===== config.mk =====
export PLATFORM = sky130hd
export DESIGN_NAME = uflw_unit
export DESIGN_NICKNAME = d
export VERILOG_FILES = /design/src/rtl/uflw_pkg.sv /design/src/rtl/uflw_classify.sv /design/src/rtl/uflw_rebias.sv /design/src/rtl/uflw_recover.sv /design/src/rtl/uflw_flags.sv /design/src/rtl/uflw_unit.sv
export SDC_FILE = /design/constraint.sdc
export NUM_CORES = 1
export LEC_CHECK = 0
export CAP_MARGIN = 15
export CORE_MARGIN = 8
export CORE_UTILIZATION = 30
export CTS_CLUSTER_DIAMETER = 120
export DETAILED_ROUTE_END_ITERATION = 8
export PLACE_DENSITY_LB_ADDON = 0.25
export RECOVER_POWER = 50
export SLEW_MARGIN = 20
export SYNTH_ARGS = -nofsm -noshare
export SYNTH_HDL_FRONTEND = slang
export SYNTH_SLANG_ARGS = --single-unit

===== constraint.sdc =====
create_clock -name clk -period 4.1 [get_ports clk]
set_input_delay 0.82 -clock clk [delete_from_list [all_inputs] [get_ports clk]]
set_output_delay 0.82 -clock clk [all_outputs]
set_load 0.02 [all_outputs]

===== src/rtl/uflw_pkg.sv =====
package uflw_pkg;
  localparam int UF_EXP_W    = 17;
  localparam int UF_FLD_W    = 15;
  localparam int UF_FMT_BIAS = 16383;
  localparam int UF_WRAP_ADJ = 24576;
  localparam int UF_MIN_NORM = -16382;

  typedef struct packed {
    logic tiny;
    logic cata;
  } uf_class_t;
endpackage


===== src/rtl/uflw_classify.sv =====
module uflw_classify #(
  parameter int EXP_W    = uflw_pkg::UF_EXP_W,
  parameter int MIN_NORM = uflw_pkg::UF_MIN_NORM
) (
  input  logic [EXP_W-1:0] exp_in,
  input  logic             fin_q,
  output logic             tiny
);
  localparam logic signed [EXP_W-1:0] MIN_V = EXP_W'(MIN_NORM);

  // tininess is judged on the exponent before rounding
  always_comb tiny = fin_q & ($signed(exp_in) < MIN_V);
endmodule


===== src/rtl/uflw_rebias.sv =====
module uflw_rebias #(
  parameter int EXP_W    = uflw_pkg::UF_EXP_W,
  parameter int FLD_W    = uflw_pkg::UF_FLD_W,
  parameter int BIAS_SUM = uflw_pkg::UF_FMT_BIAS + uflw_pkg::UF_WRAP_ADJ
) (
  input  logic [EXP_W-1:0] exp_in,
  output logic [FLD_W-1:0] fld,
  output logic             cata
);
  localparam logic signed [EXP_W-1:0] CATA_V = EXP_W'(-BIAS_SUM);
  localparam logic [FLD_W-1:0]        ADJ_V  = FLD_W'(BIAS_SUM);

  logic [FLD_W-1:0] low_sum;

  // only the low bits survive the wrap, so the adder is field-wide
  always_comb low_sum = exp_in[FLD_W-1:0] + ADJ_V;
  always_comb cata    = ($signed(exp_in) <= CATA_V);
  always_comb fld     = cata ? '0 : low_sum;
endmodule


===== src/rtl/uflw_recover.sv =====
module uflw_recover #(
  parameter int EXP_W    = uflw_pkg::UF_EXP_W,
  parameter int FLD_W    = uflw_pkg::UF_FLD_W,
  parameter int BIAS_SUM = uflw_pkg::UF_FMT_BIAS + uflw_pkg::UF_WRAP_ADJ
) (
  input  logic [FLD_W-1:0] fld,
  output logic [EXP_W-1:0] rec
);
  localparam logic [EXP_W-1:0] BIAS_V = EXP_W'(BIAS_SUM);

  always_comb rec = {{(EXP_W-FLD_W){1'b0}}, fld} - BIAS_V;
endmodule


===== src/rtl/uflw_flags.sv =====
module uflw_flags #(
  parameter int FLD_W = uflw_pkg::UF_FLD_W
) (
  input  logic             clk,
  input  logic             rst_n,
  input  logic             res_vld,
  input  logic             acc_clr,
  input  logic             inexact,
  input  logic             trap_en,
  input  uflw_pkg::uf_class_t cls,
  input  logic [FLD_W-1:0] fld,
  output logic [FLD_W-1:0] exp_q,
  output logic             exc_q,
  output logic             acc_q,
  output logic             trap_q
);
  logic set_acc;
  always_comb set_acc = res_vld & cls.tiny & inexact;

  always_ff @(posedge clk or negedge rst_n) begin
    if (!rst_n) begin
      exp_q  <= '0;
      exc_q  <= 1'b0;
      acc_q  <= 1'b0;
      trap_q <= 1'b0;
    end else begin
      trap_q <= res_vld & cls.tiny & trap_en;
      if (res_vld) begin
        exp_q <= fld;
        exc_q <= cls.tiny;
      end
      // a fresh event is never lost to a simultaneous clear
      if (set_acc)      acc_q <= 1'b1;
      else if (acc_clr) acc_q <= 1'b0;
    end
  end

  AST_EXP_HOLD: assert property (@(posedge clk) disable iff (!rst_n)
    !res_vld |=> $stable(exp_q));
  AST_EXC_HOLD: assert property (@(posedge clk) disable iff (!rst_n)
    !res_vld |=> $stable(exc_q));
  AST_ACC_SET: assert property (@(posedge clk) disable iff (!rst_n)
    (res_vld && cls.tiny && inexact) |=> acc_q);
  AST_ACC_STICKY: assert property (@(posedge clk) disable iff (!rst_n)
    (acc_q && !acc_clr) |=> acc_q);
  AST_TRAP_GATE: assert property (@(posedge clk) disable iff (!rst_n)
    (!trap_en || !res_vld) |=> !trap_q);
  AST_TRAP_WITH_EXC: assert property (@(posedge clk) disable iff (!rst_n)
    trap_q |-> exc_q);
endmodule


===== src/rtl/uflw_unit.sv =====
module uflw_unit #(
  parameter int EXP_W    = uflw_pkg::UF_EXP_W,
  parameter int FLD_W    = uflw_pkg::UF_FLD_W,
  parameter int BIAS_SUM = uflw_pkg::UF_FMT_BIAS + uflw_pkg::UF_WRAP_ADJ,
  parameter int MIN_NORM = uflw_pkg::UF_MIN_NORM
) (
  input  logic             clk,
  input  logic             rst_n,
  input  logic             res_vld,
  input  logic [EXP_W-1:0] exp_in,
  input  logic             fin_q,
  input  logic             inexact,
  input  logic             trap_en,
  input  logic             acc_clr,
  output logic [FLD_W-1:0] exc_exp,
  output logic             unfl_exc,
  output logic             unfl_acc,
  output logic             trap_req,
  output logic [EXP_W-1:0] rec_exp
);
  localparam logic signed [EXP_W-1:0] CATA_LIM = EXP_W'(-BIAS_SUM);
  localparam logic signed [EXP_W-1:0] TINY_LIM = EXP_W'(MIN_NORM);

  uflw_pkg::uf_class_t cls;
  logic [FLD_W-1:0]    fld;

  uflw_classify #(.EXP_W(EXP_W), .MIN_NORM(MIN_NORM)) u_cls (
    .exp_in (exp_in),
    .fin_q  (fin_q),
    .tiny   (cls.tiny)
  );

  uflw_rebias #(.EXP_W(EXP_W), .FLD_W(FLD_W), .BIAS_SUM(BIAS_SUM)) u_rb (
    .exp_in (exp_in),
    .fld    (fld),
    .cata   (cls.cata)
  );

  uflw_flags #(.FLD_W(FLD_W)) u_flg (
    .clk     (clk),
    .rst_n   (rst_n),
    .res_vld (res_vld),
    .acc_clr (acc_clr),
    .inexact (inexact),
    .trap_en (trap_en),
    .cls     (cls),
    .fld     (fld),
    .exp_q   (exc_exp),
    .exc_q   (unfl_exc),
    .acc_q   (unfl_acc),
    .trap_q  (trap_req)
  );

  uflw_recover #(.EXP_W(EXP_W), .FLD_W(FLD_W), .BIAS_SUM(BIAS_SUM)) u_rc (
    .fld (exc_exp),
    .rec (rec_exp)
  );

  AST_CATA_ZERO: assert property (@(posedge clk) disable iff (!rst_n)
    (res_vld && ($signed(exp_in) <= CATA_LIM)) |=> (exc_exp == '0));
  AST_ROUND_TRIP: assert property (@(posedge clk) disable iff (!rst_n)
    (res_vld && ($signed(exp_in) > CATA_LIM) && ($signed(exp_in) < TINY_LIM))
      |=> (rec_exp == $past(exp_in)));
endmodule


==> After elaboration in Yosys (flattened, before gate mapping) <==
Cells that the tools add are included.
{ "op_classes": {"n_addsub": 2, "multipliers": 0, "div": 0, "magnitude_cmp": 2, "eq_ne": 0, "shifts": 0, "muxes": 3, "bitwise": 4, "n_reduce_logical": 1} }
{ "ops": {"columns": ["cell", "n"], "rows": [
  ["$le 17x17->1 const B", 1],
  ["$lt 17x15->1 const B", 1],
  ["$sub 15x16->17 const B", 1],
  ["$add 15x13->15 const B", 1],
  ["$mux 15", 1],
  ["$and 1x1->1", 4],
  ["$mux 1", 2],
  ["$reduce_bool 2->1", 1]
]} }
{ "word_totals": {"ff_bits": 18, "latchBits": 0, "ramBits": 0, "romBits": 0, "in_bits": 24, "out_inout_bits": 35, "elab_cells": 16, "mem_count": 0} }

==> Logic depth before layout (Yosys ltp) <==
{ "depth": {"word_depth": 5, "ltp_mapped": 7, "ltp_nobuf": 6} }

==> By module <==
A second synthesis with hierarchy kept.
{ "unflattened": {"hier_cells": 151, "area_unflattened_um2": 1466.4} }
{ "modules_own_cells": {"columns": ["module", "instances", "cells_each", "area_each_um2", "seq_area_each_um2"], "rows": [
  ["uflw_flags", 1, 40, 713.2, 450.4],
  ["uflw_rebias", 1, 64, 422.9, 0.0],
  ["uflw_recover", 1, 40, 287.8, 0.0],
  ["uflw_classify", 1, 7, 42.5, 0.0]
]} }

==> Worst setup path before layout <==
No wires, ideal clock.
{ "synth_timing": {"path_type": "register to output", "start": "register u_flg.exp_q[1]", "end": "output rec_exp[14]", "arrival_ns": 1.738, "t_required_ns": 3.280, "setup_slack_ns": 1.542, "stages_incl_launch_ff": 6, "n_path_buf": 0, "path_cell_list": "dfrtp_1 > ha_1 > nand4_1 > nor3_1 > a41oi_1 > xnor2_1"} }
{ "synth_via": {"elab_chain_len": 1} }
{ "synth_lines": {"columns": ["element", "line_no", "rtl"], "rows": [
  ["start: declaration", "uflw_flags.sv:12", "output logic [FLD_W-1:0] exp_q,"],
  ["start signal: assignment", "uflw_flags.sv:29", "exp_q <= fld;"],
  ["$sub 15x16->17", "uflw_recover.sv:11", "always_comb rec = {{(EXP_W-FLD_W){1'b0}}, fld} - BIAS_V;"],
  ["end: declaration", "uflw_unit.sv:19", "output logic [EXP_W-1:0] rec_exp"]
]} }
No other way between the ends.

==> Worst setup path in the final report <==
Ends and elaborated chain as after synthesis.

==> flow_metrics.py <==
metrics = {
    "sta": {
        "finClkSkew_ps": 0,
        "min_period_over_period": 0.8026,
        "rsz0062_at_grt": "no",
        "fmax_ghz": 0.3039,
        "max_slew_margin": 0.4454,
        "drv_slew": 0,
        "hold_violations": 0,
        "finalSetupViolCount": 0,
        "worstMarginPinSlew_ps": 829.2,
        "final.setup.tns_ps": 0,
        "period_needed_ps": 3291,
    },
    "drt": {
        "drcViolationCount": 0,
        "dr.first_iter.drc_count": 51,
        "dr.pass1.iters": 4,
        "vias": 1249,
        "routed_wl_um": 3781,
        "routedWlPerCell_um": 14.77,
        "drtAntennaViolNets": 0,
        "vias_per_cell": 4.879,
    },
    "cts": {
        "cts_resized": 0,
        "cts-root-buf": "clkbuf_8",
        "clkLatencyLatePin_ps": 250,
        "tritoncts": "done",
        "cts.repair_timing.setup_buffer_count": 0,
        "cts_buffer_depth": 2,
        "clock-sinks": 18,
        "htree_num_levels": 1,
        "cts_made_buffers": 3,
        "postCtsHoldBufs": 0,
        "clk_pin_slew_ps": 70,
    },
    "setup_path": {
        "reg2reg_slack_ps": 3330,
        "crit_arrival_ps": 2470,
        "criticalPathCategory": "reg -> out",
        "worstReg2RegEnd": "u_flg.exp_q[10]",
        "regToRegStartpoint": "u_flg.exp_q[10]",
        "critPathRequiredTime_ps": 3280,
        "path_max_fanout": 5,
        "startpoint_type": "flop",
        "crit_path_end_kind": "output port",
        "worstSetupEndpoint": "rec_exp[14]",
        "reg2reg_depth": 2,
        "timing.critical_path.from": "u_flg.exp_q[1]",
    },
    "finish": {
        "drive_above_1_share": 0.05392,
        "final_util": 0.4598,
        "nNetsFinal": 232,
        "area_delta_synth_final_pct": 50.67,
        "n_fill_cell": 435,
        "insertedDiodeCount": 0,
        "final_cells": 256,
    },
    "placement": {
        "hpwlAfterDp_um": 3085,
        "io_buffers": 57,
        "place.gp.congestion": 0.7380,
        "dp.cells": 252,
    },
    "logic_synthesis": {
        "synth-edff-count": 0,
        "synth_top_cell_by_area": "dfrtp_1",
        "synth_area_leaders": "dfrtp_1 (35%), xnor2_1 (13%), o22ai_1 (5.8%)",
        "async_reset_ff_frac": 1.000,
        "synth_nets": 175,
        "synthCells": 148,
        "synth_area_per_cell_um2": 8.792,
        "ys_seq_area_frac": 0.3462,
        "yosys_warnings": 0,
        "synth_top_flop_cell": "dfrtp_1",
        "ys_seq_elements": 18,
        "synth.distinct_cells": 38,
        "syn_area_um2": 1301,
        "synth_top_area_share": 0.3462,
    },
    "global_route": {
        "antenna_found_initial": 0,
        "grt_max_degree": 19,
        "grt_first_pass_wirelength_um": 6285,
        "overflow": 0,
        "gr-usage-all-layers": 0.1196,
        "grt_pass1_vias": 1297,
    },
    "pwr": {
        "total_power_uw": 605.2,
        "ir_drop_mv": 0.1256,
        "power_density_nw_per_um2": 308.7,
        "p_leak_uw": 0.0007575,
    },
    "floorplanning": {
        "dieArea_um2": 6701,
        "die_h_um": 81.86,
        "rows": 24,
        "io_pins": 59,
        "start_util": 0.3052,
        "coreArea_um2": 4264,
        "die_w_um": 81.86,
    },
    "outcome": {
        "status": "finished, final reports clean",
    },
    "job": {
        "maxCapViolCount": 0,
    },
    "worst_hold_path": {
        "hold_path_class": "reg -> reg",
    },
}
state kept, by name, indices dropped and copies added (netlist names):
| signal | flops |
|---|---|
| u_flg.acc_q | 1 |
| u_flg.exc_q | 1 |
| u_flg.trap_q | 1 |
| u_flg.exp_q | 15 |
synthesized netlist by cell type, types with 3 or more instances:
library cell and number:
nor2_1 8, ha_1 3, o22ai_1 12, dfrtp_1 18, nand2_1 8, xnor2_1 19
nor4_1 4, nor3_1 5, nand3_1 9, nand4_1 4, xor2_1 6, nor4_2 3
inv_1 18
layout by cell type (no fill, tap or decap), types with 2 or more instances in the layout:
| cell type | count |
|---|---|
| clkdlybuf4s50_1 | 39 |
| xnor2_1 | 19 |
| inv_1 | 18 |
| dlygate4sd3_1 | 18 |
| dfrtp_1 | 18 |
| o22ai_1 | 12 |
| nand3_1 | 9 |
| nand2_1 | 8 |
| nor2_1 | 8 |
| xor2_1 | 6 |
| nor3_1 | 5 |
| nor4_1 | 4 |
| nand4_1 | 4 |
| clkbuf_8 | 4 |
| nor4_2 | 3 |
| ha_1 | 3 |
| nand2b_1 | 2 |
| o2bb2ai_1 | 2 |
| or3_1 | 2 |
| nor2b_1 | 2 |
| o21ai_0 | 2 |
through the flow:
| stage | hold slack (ps) | setup WS, ps | area [um2] |
|---|---|---|---|
| floorplan | 524.4 | 1542 | 1301 |
| global placement | 518.9 | 1135 | 1906 |
| detailed placement | 523.9 | 1047 | 1906 |
| CTS | 541.1 | 751.9 | 1961 |
| global route | 577.1 | 625.7 | 1961 |
| finish | 532.8 | 809.3 | 1961 |
logic make-up (layout without fill, tap and decap cells):
family,Yosys count,count (layout),share of synthesized area
buffers and inverters,23,79,0.07596
flip-flops,18,18,0.3462
AO/OA/AOI/OAI,25,25,0.1414
adder cells (fa/ha/maj),3,3,0.02885
XOR/XNOR,25,25,0.1683
other,1,1,0.002882
multiplexers,1,1,0.007693
AND/OR/NAND/NOR,52,52,0.2288
how the worst min path moves through the flow:
stage	cells after the start	endpoint	from	slack (ps)
final	2	u_flg.exc_q	u_flg.exc_q	530
after global routing	2	u_flg.exc_q	u_flg.exc_q	580
after CTS	2	u_flg.exc_q	u_flg.exc_q	540
after detailed placement	2	u_flg.exc_q	u_flg.exc_q	520
after global placement	2	u_flg.acc_q	u_flg.acc_q	520
after floorplan	0	u_flg.acc_q	rst_n	520
final cells by class:
type / instances / area (um2) / area share
Multi-Input combinational cell: 107 / 752.0 / 0.3835
Timing Repair Buffer: 57 / 570.5 / 0.2910
Sequential cell: 18 / 450.4 / 0.2297
Inverter: 18 / 67.56 / 0.03446
Tap cell: 52 / 65.06 / 0.03318
Clock buffer: 4 / 55.05 / 0.02808
per-layer routing:
| layer | track usage | share of wire |
|---|---|---|
| met1 | 0.1484 | 0.44 |
| met2 | 0.1902 | 0.45 |
| met3 | 0.03829 | 0.098 |
| met4 | 0.04211 | 0.012 |
| met5 | 0 | 0 |
power by group:
group | switching (uW) | internal, uW
Combinational | 126 | 115
Sequential | 21.3 | 196
Clock | 61.8 | 85.4
worst max-delay path: stages, from the launching register on:
cell,delay [ps]
dfrtp_1,400
ha_1,220
nand4_1,190
nor3_1,410
a41oi_1,210
xnor2_1,170
clkdlybuf4s50_1,620
(Power assumes the default switching activity.)
